$ cat config.mk
export PLATFORM = sky130hd
export DESIGN_NAME = wlvl_sequencer
export DESIGN_NICKNAME = d
export VERILOG_FILES = /design/src/rtl/wlvl_pkg.sv /design/src/rtl/wlvl_cmd.sv /design/src/rtl/wlvl_probe.sv /design/src/rtl/wlvl_results.sv /design/src/rtl/wlvl_sequencer.sv
export SDC_FILE = /design/constraint.sdc
export NUM_CORES = 1
export LEC_CHECK = 0
export BUFFER_PORTS_ARGS = -buffer_cell sky130_fd_sc_hd__buf_2
export CORE_MARGIN = 2
export CORE_UTILIZATION = 51
export CTS_BUF_LIST = sky130_fd_sc_hd__clkbuf_4 sky130_fd_sc_hd__clkbuf_8
export DETAILED_ROUTE_END_ITERATION = 8
export GPL_TIMING_DRIVEN = 0
export PLACE_DENSITY = 0.8
export SKIP_CTS_REPAIR_TIMING = 1
export SLEW_MARGIN = 10
export SYNTH_ARGS = -nofsm -noshare
export SYNTH_HDL_FRONTEND = slang
export SYNTH_SLANG_ARGS = --single-unit
$ cat constraint.sdc
create_clock -name clk -period 2 [get_ports clk]
set_input_delay 0.2 -clock clk [delete_from_list [all_inputs] [get_ports clk]]
set_output_delay 0.2 -clock clk [all_outputs]
set_load 0.005 [all_outputs]
$ cat src/rtl/wlvl_pkg.sv
package wlvl_pkg;

   typedef enum logic [3:0] {
      SQ_IDLE,
      SQ_MR_ON,
      SQ_LVL_ON,
      SQ_SEL,
      SQ_PROBE,
      SQ_WAITP,
      SQ_INC,
      SQ_MR_OFF,
      SQ_LVL_OFF,
      SQ_FIN
   } seq_state_t;

   typedef enum logic [1:0] {
      PB_IDLE,
      PB_STB,
      PB_WAIT
   } probe_state_t;

endpackage

$ cat src/rtl/wlvl_cmd.sv
module wlvl_cmd #(
   parameter int unsigned ADDR_W   = 14,
   parameter int unsigned BANK_W   = 3,
   parameter int unsigned MR1_BASE = 'h046,
   parameter int unsigned LVL_BIT  = 7,
   parameter int unsigned MR_BANK  = 1
) (
   input  logic              clk,
   input  logic              rst_n,
   input  logic              issue_on,
   input  logic              issue_off,
   output logic              cmd_valid,
   output logic              cmd_ras,
   output logic              cmd_cas,
   output logic              cmd_we,
   output logic              cmd_cs,
   output logic [ADDR_W-1:0] cmd_addr,
   output logic [BANK_W-1:0] cmd_bank
);

   localparam logic [ADDR_W-1:0] BASE_V = ADDR_W'(MR1_BASE);
   localparam logic [ADDR_W-1:0] LVL_M  = ADDR_W'(1) << LVL_BIT;
   localparam logic [BANK_W-1:0] BANK_V = BANK_W'(MR_BANK);

   if (LVL_BIT >= ADDR_W) begin : g_chk_bit
      $error("LVL_BIT outside the address field");
   end
   if (MR_BANK >= (1 << BANK_W)) begin : g_chk_bank
      $error("MR_BANK does not fit BANK_W");
   end

   logic issue;
   assign issue = issue_on | issue_off;

   always_ff @(posedge clk or negedge rst_n) begin
      if (!rst_n) begin
         cmd_valid <= 1'b0;
         cmd_ras   <= 1'b0;
         cmd_cas   <= 1'b0;
         cmd_we    <= 1'b0;
         cmd_cs    <= 1'b0;
         cmd_addr  <= '0;
         cmd_bank  <= '0;
      end else begin
         cmd_valid <= issue;
         cmd_ras   <= issue;
         cmd_cas   <= issue;
         cmd_we    <= issue;
         cmd_cs    <= issue;
         if (issue) begin
            cmd_addr <= issue_on ? (BASE_V | LVL_M) : (BASE_V & ~LVL_M);
            cmd_bank <= BANK_V;
         end
      end
   end

   // entry and exit are never requested together
   assert_cmd_exclusive_R1: assert property (@(posedge clk) disable iff (!rst_n)
      !(issue_on && issue_off));

   // a command is a single-cycle event
   assert_cmd_single_R2: assert property (@(posedge clk) disable iff (!rst_n)
      cmd_valid |=> !cmd_valid);

endmodule

$ cat src/rtl/wlvl_probe.sv
module wlvl_probe
   import wlvl_pkg::*;
#(
   parameter int unsigned NUM_GROUPS = 4,
   parameter int unsigned SETTLE_W   = 4,
   localparam int unsigned GRP_W     = (NUM_GROUPS > 1) ? $clog2(NUM_GROUPS) : 1
) (
   input  logic                  clk,
   input  logic                  rst_n,
   input  logic                  go,
   input  logic [SETTLE_W-1:0]   settle,
   input  logic [GRP_W-1:0]      grp,
   input  logic [NUM_GROUPS-1:0] fb,
   output logic                  strobe,
   output logic                  smp_valid,
   output logic                  smp
);

   probe_state_t          st_q;
   logic [SETTLE_W-1:0]   cnt_q;
   logic                  fb_sel;

   if (NUM_GROUPS == 1) begin : g_single
      assign fb_sel = fb[0];
   end else begin : g_mux
      assign fb_sel = fb[grp];
   end

   always_ff @(posedge clk or negedge rst_n) begin
      if (!rst_n) begin
         st_q      <= PB_IDLE;
         cnt_q     <= '0;
         strobe    <= 1'b0;
         smp_valid <= 1'b0;
         smp       <= 1'b0;
      end else begin
         smp_valid <= 1'b0;
         case (st_q)
            PB_IDLE: begin
               if (go) begin
                  strobe <= 1'b1;
                  st_q   <= PB_STB;
               end
            end
            PB_STB: begin
               strobe <= 1'b0;
               cnt_q  <= settle;
               st_q   <= PB_WAIT;
            end
            PB_WAIT: begin
               if (cnt_q == '0) begin
                  smp       <= fb_sel;
                  smp_valid <= 1'b1;
                  st_q      <= PB_IDLE;
               end else begin
                  cnt_q <= cnt_q - SETTLE_W'(1);
               end
            end
            default: st_q <= PB_IDLE;
         endcase
      end
   end

   // the strobe lasts one cycle
   assert_strobe_pulse_R3: assert property (@(posedge clk) disable iff (!rst_n)
      strobe |=> !strobe);

   // a new probe is only requested when the previous one has finished
   assert_go_idle_R3: assert property (@(posedge clk) disable iff (!rst_n)
      go |-> (st_q == PB_IDLE));

endmodule

$ cat src/rtl/wlvl_results.sv
module wlvl_results #(
   parameter int unsigned NUM_GROUPS = 4,
   parameter int unsigned TAP_W      = 6,
   localparam int unsigned GRP_W     = (NUM_GROUPS > 1) ? $clog2(NUM_GROUPS) : 1
) (
   input  logic                        clk,
   input  logic                        rst_n,
   input  logic                        clr,
   input  logic                        wr,
   input  logic [GRP_W-1:0]            grp,
   input  logic [TAP_W-1:0]            tap,
   input  logic                        hs,
   output logic [NUM_GROUPS*TAP_W-1:0] delay_flat,
   output logic [NUM_GROUPS-1:0]       hs_vec
);

   for (genvar g = 0; g < NUM_GROUPS; g++) begin : g_slot
      logic hit;
      assign hit = wr && (grp == GRP_W'(g));

      always_ff @(posedge clk or negedge rst_n) begin
         if (!rst_n) begin
            delay_flat[g*TAP_W +: TAP_W] <= '0;
            hs_vec[g]                    <= 1'b0;
         end else if (clr) begin
            delay_flat[g*TAP_W +: TAP_W] <= '0;
            hs_vec[g]                    <= 1'b0;
         end else if (hit) begin
            delay_flat[g*TAP_W +: TAP_W] <= tap;
            hs_vec[g]                    <= hs;
         end
      end
   end

   // results are never written in the cycle they are cleared
   assert_wr_not_clr_R7: assert property (@(posedge clk) disable iff (!rst_n)
      wr |-> !clr);

endmodule

$ cat src/rtl/wlvl_sequencer.sv
module wlvl_sequencer
   import wlvl_pkg::*;
#(
   parameter int unsigned NUM_GROUPS = 4,
   parameter int unsigned MAX_TAPS   = 32,
   parameter int unsigned SETTLE_W   = 4,
   parameter int unsigned ADDR_W     = 14,
   parameter int unsigned BANK_W     = 3,
   parameter int unsigned MR1_BASE   = 'h046,
   localparam int unsigned TAP_W     = $clog2(MAX_TAPS + 1),
   localparam int unsigned GRP_W     = (NUM_GROUPS > 1) ? $clog2(NUM_GROUPS) : 1
) (
   input  logic                        clk,
   input  logic                        rst_n,
   input  logic                        start,
   input  logic [TAP_W-1:0]            half_taps,
   input  logic [SETTLE_W-1:0]         settle_cycles,
   input  logic [NUM_GROUPS-1:0]       lvl_fb,
   output logic                        cmd_valid,
   output logic                        cmd_ras,
   output logic                        cmd_cas,
   output logic                        cmd_we,
   output logic                        cmd_cs,
   output logic [ADDR_W-1:0]           cmd_addr,
   output logic [BANK_W-1:0]           cmd_bank,
   output logic                        lvl_en,
   output logic [NUM_GROUPS-1:0]       grp_sel,
   output logic                        dq_dly_rst,
   output logic                        dqs_dly_rst,
   output logic                        dq_dly_inc,
   output logic                        dqs_dly_inc,
   output logic                        lvl_strobe,
   output logic                        busy,
   output logic                        done,
   output logic                        fail,
   output logic [NUM_GROUPS*TAP_W-1:0] grp_delay,
   output logic [NUM_GROUPS-1:0]       grp_high_skew
);

   localparam logic [TAP_W-1:0] MAX_T    = TAP_W'(MAX_TAPS);
   localparam logic [GRP_W-1:0] LAST_GRP = GRP_W'(NUM_GROUPS - 1);

   if (NUM_GROUPS < 1) begin : g_chk_groups
      $error("NUM_GROUPS must be at least 1");
   end
   if (MAX_TAPS < 2) begin : g_chk_taps
      $error("MAX_TAPS must be at least 2");
   end
   if (SETTLE_W < 1) begin : g_chk_settle
      $error("SETTLE_W must be at least 1");
   end

   seq_state_t            st_q;
   logic [GRP_W-1:0]      grp_q;
   logic [TAP_W-1:0]      tap_q;
   logic [TAP_W-1:0]      limit_q;
   logic [TAP_W-1:0]      limit_c;
   logic [SETTLE_W-1:0]   settle_q;
   logic                  first_q;
   logic                  high_q;
   logic                  hs_q;
   logic                  rst_q;
   logic                  inc_q;
   logic                  lvl_q;
   logic                  busy_q;
   logic                  done_q;
   logic                  fail_q;
   logic [NUM_GROUPS-1:0] sel_q;

   logic probe_go;
   logic smp_valid;
   logic smp;
   logic issue_on;
   logic issue_off;
   logic at_limit;
   logic still_high;
   logic found;
   logic res_wr;
   logic res_clr;

   // tap budget, saturating at zero
   assign limit_c    = (half_taps >= MAX_T) ? '0 : (MAX_T - half_taps);

   assign probe_go   = (st_q == SQ_PROBE);
   assign issue_on   = (st_q == SQ_MR_ON);
   assign issue_off  = (st_q == SQ_MR_OFF);
   assign at_limit   = (tap_q >= limit_q);
   assign still_high = first_q ? smp : (high_q & smp);
   assign found      = !first_q && !high_q && smp;
   assign res_wr     = (st_q == SQ_WAITP) && smp_valid && found && !at_limit;
   assign res_clr    = (st_q == SQ_IDLE) && start;

   always_ff @(posedge clk or negedge rst_n) begin
      if (!rst_n) begin
         st_q     <= SQ_IDLE;
         grp_q    <= '0;
         tap_q    <= '0;
         limit_q  <= '0;
         settle_q <= '0;
         first_q  <= 1'b0;
         high_q   <= 1'b0;
         hs_q     <= 1'b0;
         rst_q    <= 1'b0;
         inc_q    <= 1'b0;
         lvl_q    <= 1'b0;
         busy_q   <= 1'b0;
         done_q   <= 1'b0;
         fail_q   <= 1'b0;
         sel_q    <= '0;
      end else begin
         rst_q <= 1'b0;
         inc_q <= 1'b0;
         case (st_q)
            SQ_IDLE: begin
               if (start) begin
                  busy_q   <= 1'b1;
                  done_q   <= 1'b0;
                  fail_q   <= 1'b0;
                  grp_q    <= '0;
                  limit_q  <= limit_c;
                  settle_q <= settle_cycles;
                  st_q     <= SQ_MR_ON;
               end
            end
            SQ_MR_ON:  st_q <= SQ_LVL_ON;
            SQ_LVL_ON: begin
               lvl_q <= 1'b1;
               st_q  <= SQ_SEL;
            end
            SQ_SEL: begin
               sel_q   <= NUM_GROUPS'(1) << grp_q;
               rst_q   <= 1'b1;
               tap_q   <= '0;
               first_q <= 1'b1;
               high_q  <= 1'b0;
               hs_q    <= 1'b0;
               st_q    <= SQ_PROBE;
            end
            SQ_PROBE: st_q <= SQ_WAITP;
            SQ_WAITP: begin
               if (smp_valid) begin
                  first_q <= 1'b0;
                  high_q  <= still_high;
                  if (first_q) begin
                     hs_q <= smp;
                  end
                  if (at_limit) begin
                     fail_q <= 1'b1;
                     st_q   <= SQ_MR_OFF;
                  end else if (found) begin
                     if (grp_q == LAST_GRP) begin
                        st_q <= SQ_MR_OFF;
                     end else begin
                        grp_q <= grp_q + GRP_W'(1);
                        st_q  <= SQ_SEL;
                     end
                  end else begin
                     st_q <= SQ_INC;
                  end
               end
            end
            SQ_INC: begin
               inc_q <= 1'b1;
               tap_q <= tap_q + TAP_W'(1);
               st_q  <= SQ_PROBE;
            end
            SQ_MR_OFF: begin
               sel_q <= '0;
               st_q  <= SQ_LVL_OFF;
            end
            SQ_LVL_OFF: begin
               lvl_q <= 1'b0;
               st_q  <= SQ_FIN;
            end
            SQ_FIN: begin
               busy_q <= 1'b0;
               done_q <= 1'b1;
               st_q   <= SQ_IDLE;
            end
            default: st_q <= SQ_IDLE;
         endcase
      end
   end

   wlvl_cmd #(
      .ADDR_W   (ADDR_W),
      .BANK_W   (BANK_W),
      .MR1_BASE (MR1_BASE),
      .LVL_BIT  (7),
      .MR_BANK  (1)
   ) u_cmd (
      .clk       (clk),
      .rst_n     (rst_n),
      .issue_on  (issue_on),
      .issue_off (issue_off),
      .cmd_valid (cmd_valid),
      .cmd_ras   (cmd_ras),
      .cmd_cas   (cmd_cas),
      .cmd_we    (cmd_we),
      .cmd_cs    (cmd_cs),
      .cmd_addr  (cmd_addr),
      .cmd_bank  (cmd_bank)
   );

   wlvl_probe #(
      .NUM_GROUPS (NUM_GROUPS),
      .SETTLE_W   (SETTLE_W)
   ) u_probe (
      .clk       (clk),
      .rst_n     (rst_n),
      .go        (probe_go),
      .settle    (settle_q),
      .grp       (grp_q),
      .fb        (lvl_fb),
      .strobe    (lvl_strobe),
      .smp_valid (smp_valid),
      .smp       (smp)
   );

   wlvl_results #(
      .NUM_GROUPS (NUM_GROUPS),
      .TAP_W      (TAP_W)
   ) u_res (
      .clk        (clk),
      .rst_n      (rst_n),
      .clr        (res_clr),
      .wr         (res_wr),
      .grp        (grp_q),
      .tap        (tap_q),
      .hs         (hs_q),
      .delay_flat (grp_delay),
      .hs_vec     (grp_high_skew)
   );

   assign lvl_en      = lvl_q;
   assign grp_sel     = sel_q;
   assign dq_dly_rst  = rst_q;
   assign dqs_dly_rst = rst_q;
   assign dq_dly_inc  = inc_q;
   assign dqs_dly_inc = inc_q;
   assign busy        = busy_q;
   assign done        = done_q;
   assign fail        = fail_q;

   // leveling enable rises only right after a command
   assert_lvl_after_cmd_R1: assert property (@(posedge clk) disable iff (!rst_n)
      $rose(lvl_q) |-> $past(cmd_valid));

   // leveling enable falls only right after a command
   assert_lvl_drop_R2: assert property (@(posedge clk) disable iff (!rst_n)
      $fell(lvl_q) |-> $past(cmd_valid));

   // strobes only while leveling is enabled
   assert_strobe_in_lvl_R3: assert property (@(posedge clk) disable iff (!rst_n)
      lvl_strobe |-> lvl_q);

   // the tap counter never passes the latched limit
   assert_tap_limit_R5: assert property (@(posedge clk) disable iff (!rst_n)
      busy_q |-> (tap_q <= limit_q));

   // done and busy are never both set
   assert_done_idle_R8: assert property (@(posedge clk) disable iff (!rst_n)
      done_q |-> !busy_q);

   // steps and strobes act on exactly one group
   assert_sel_onehot_R9: assert property (@(posedge clk) disable iff (!rst_n)
      (inc_q || lvl_strobe || rst_q) |-> ($countones(sel_q) == 1));

endmodule

==> metrics.md <==
| Metric | Value |
|---|---|
| FFs w/ async S/R, synth | 100% |
| Non-filler instance count after layout | 592 |
| Mean Syn Cell Area | 9.84 sq um |
| Layout cell share with drive strength beyond 1 | 28.6% |
| Largest net degree at the start of global routing | 44 |
| Synth Register Bits | 75 |
| Initial antenna violation count | 0 |
| Crit share post-route | 97.8% |
| Max Slew Vio Count | 0 |
| Clock power frac | 22.5% |
| Worst Hold End | settle_q[0] |
| M2 GR Usage | 34.5% |
| Gate power share | 38.2% |
| Actual slew at the worst max-slew pin | 0.638 ns |
| Most frequent cells in the layout | dfrtp_1, buf_2, nand2_1 |
| CP Data Required Time | 2.26 ns |
| # clock sinks | 75 |
| Top FF cell, synth | dfrtp_1 |
| IO buf count | 67 |
| Global routing's busiest layer | met2 |
| Min cycle time layout | 1.96 ns |
| Die Span X | 90.7 um |
| Clk_skew | 0.00638 ns |
| First-pass GRT wire length | 13800 um |
| Number of endpoints failing setup at the final stage | 0 |
| EDFF count, synth | 0 |
| Mapped Area | 0.00384 sq mm |
| Met3 GRT Util | 4.09% |
| Max Clk Rate | 511 MHz |
| Die Footprint | 0.00823 sq mm |
| Htree depth | 3 |
| DR pass1 iterations | 6 |
| GPL Wtd Cong | 0.810 |
| Worst setup SP type | flip-flop |
| N_diodes | 0 |
| Hold path depth | 3 |
| Post-synth top area share | 48.9% |
| Leakage | 2.36 nW |
| Max-Cap Viols | 0 |
| Syn. warnings | 0 |
| Reg2Reg Launch Point | tap_q[4] |
| Register area share after synthesis | 48.9% |
| Die Y | 90.7 um |
| Number of global-route vias before repair | 2907 |
| GRT Total Usage | 20.8% |
| Sw power | 2.02 mW |
| Worst vdd ir | 0.000454 V |
| Int Pwr | 3.43 mW |
| Switching Fraction | 37.1% |
| Unrepaired setup endpoints after global routing | true |
| CTS Buf Count | 9 |
| Pwr Density | 1160 mW/mm^2 |
| Synth cell types | 50 |
| DR DRC count | 0 |
| Worst Path Arrival | 2.22 ns |
| Via-to-Cell Ratio | 5.25 |
| Largest cells by area after synthesis | dfrtp_1, nand2_1, mux2i_1 |
| Clock-pin slew on the worst setup and hold paths | 0.08 ns |
| Routed len/inst | 14.1 um |
| Cell taking the most area after synthesis | dfrtp_1 |
| Synth-to-Final Area Change | 22.3% |
| Commonest non-fill, non-tap cell in the layout | dfrtp_1 |
| Met1 usage | 27.4% |
| Routed wire length | 8340 um |
| Mapped Cells | 390 |
| Total core area | 0.00725 sq mm |
| Hold Crit Class | primary input to flip-flop |
| Placed Cells | 568 |
| Drt initial violations | 239 |
| Clk_lat worst skew | 0.34 ns |
| FP Rows | 31 |
| Gr ovfl total | 0 |
| Initial Utilization | 52.9% |
| Worst R2R End | u_res.delay_flat[23] |
| Max clock buf depth | 2 |
| Clock Root Buffer | clkbuf_8 |
| R2R cell count | 6 |
| Min-delay src | settle_cycles[0] |
| WHS | 0.0517 ns |
| Crit-path max FO | 10 |
| CP Class | flip-flop to flip-flop |
| Reg2reg setup slack | 0.04 ns |
| Final hold vios | 0 |
| Worst slew margin | 57.4% |
| Critical path capture point type | flip-flop |
| TritonCTS clock tree | done |
| Status | finished clean |
| Via count | 3106 |
| I/O pins | 80 |
| ANT nets after route | 0 |
| HPWL after DPL | 5820 um |
| Nets | 519 |
| Sequential share of power | 39.3% |
| Sum Neg Setup Slack | 0 ns |
-- synth_stat cells, types with 2 or more instances --
cell type	n
o21a_1	3
clkbuf_1	13
nand3_1	13
a211oi_1	2
o31ai_1	4
nand3b_1	2
ha_1	14
a21oi_1	17
buf_6	2
nor2_1	20
and2_1	2
nand2_8	2
xnor2_1	2
nor3_1	6
xor2_1	4
buf_4	21
a22o_1	2
o211ai_1	4
mux2i_1	22
and3_1	2
nand2b_1	12
o21ai_0	27
or3_1	2
nand2_1	67
mux2_2	3
or2_2	3
dfrtp_1	75
inv_1	19
nor4_1	2
nand4_1	3
-- through the flow --
step	worst slack, ns	cell area, sq um	utilization (%)	total power [mW]
global placement	-0.132	4340	59.8	3.91
CTS	-0.229	4570	63.0	5.24
floorplan	0.125	3880	-	3.42
detailed placement	-0.155	4360	60.1	4.01
global route	-0.0573	4690	64.7	5.83
finish	0.0438	4690	64.7	5.45
-- worst max-delay path, stage by stage (launching register included) --
cell	delay (ns)
dfrtp_2	0.46
ha_1	0.32
nand4_1	0.24
o2111a_4	0.37
buf_12	0.15
nand2_8	0.11
mux2i_1	0.23
-- logic make-up (layout without fill, tap and decap cells) --
group                      count (synthesis)  in the layout  share of synthesized area (%)
buffers and inverters                     57            149                           8.48
muxes                                     26             26                           7.21
AOI/OAI and AO/OA                         67             67                           10.8
other                                      1             12                         0.0978
DFF                                       75             75                           48.9
xor gates and xnor gates                   6              6                           1.37
and+or+nand+nor                          144            144                           18.5
adders and majority gates                 14             14                           4.57
-- power by group through the flow --
stage	registers, mW	clock network, mW	logic [mW]
5_1_grt	2.19	1.31	2.32
3_5_place_dp	2.17	0	1.84
6_report	2.14	1.23	2.08
4_1_cts	2.14	1.24	1.85
2_1_floorplan	2.12	0	1.31
3_3_place_gp	2.16	0	1.75
-- routing by layer --
metal,vias up,share of wire (%)
met5,-,0
met3,12,5.7
met4,0,1.5
met2,121,49
met1,1481,43
li1,1492,-
-- sequential cells by signal, indices dropped and copies added, names as in the netlist, 2 cells and up --
signal / cells
grp_q: 2
grp_sel: 4
limit_q: 6
settle_q: 4
st_q: 4
tap_q: 6
u_cmd.cmd_addr: 2
u_probe.cnt_q: 4
u_probe.st_q: 2
u_res.delay_flat: 24
u_res.hs_vec: 4
-- worst max path at each step --
stage	start	endpoint	depth (start not counted)
global route	tap_q[0]	u_res.delay_flat[8]	8
detailed placement	tap_q[0]	u_res.delay_flat[9]	8
finish	tap_q[4]	u_res.delay_flat[23]	6
CTS	tap_q[0]	u_res.delay_flat[9]	8
global placement	tap_q[0]	u_res.delay_flat[8]	8
floorplan	tap_q[0]	u_res.delay_flat[8]	8
-- layout make-up --
cell class / instances / area [sq um]
Multi-Input combinational cell: 269 / 1720
Clock buffer: 12 / 165
Timing Repair Buffer: 76 / 420
Inverter: 19 / 71.3
Sequential cell: 75 / 1880
Buffer: 38 / 258
Tap cell: 99 / 124
Clock inverter: 4 / 47.5
Fill cell: 583 / 2560
Power figures use the tool's default switching activity.
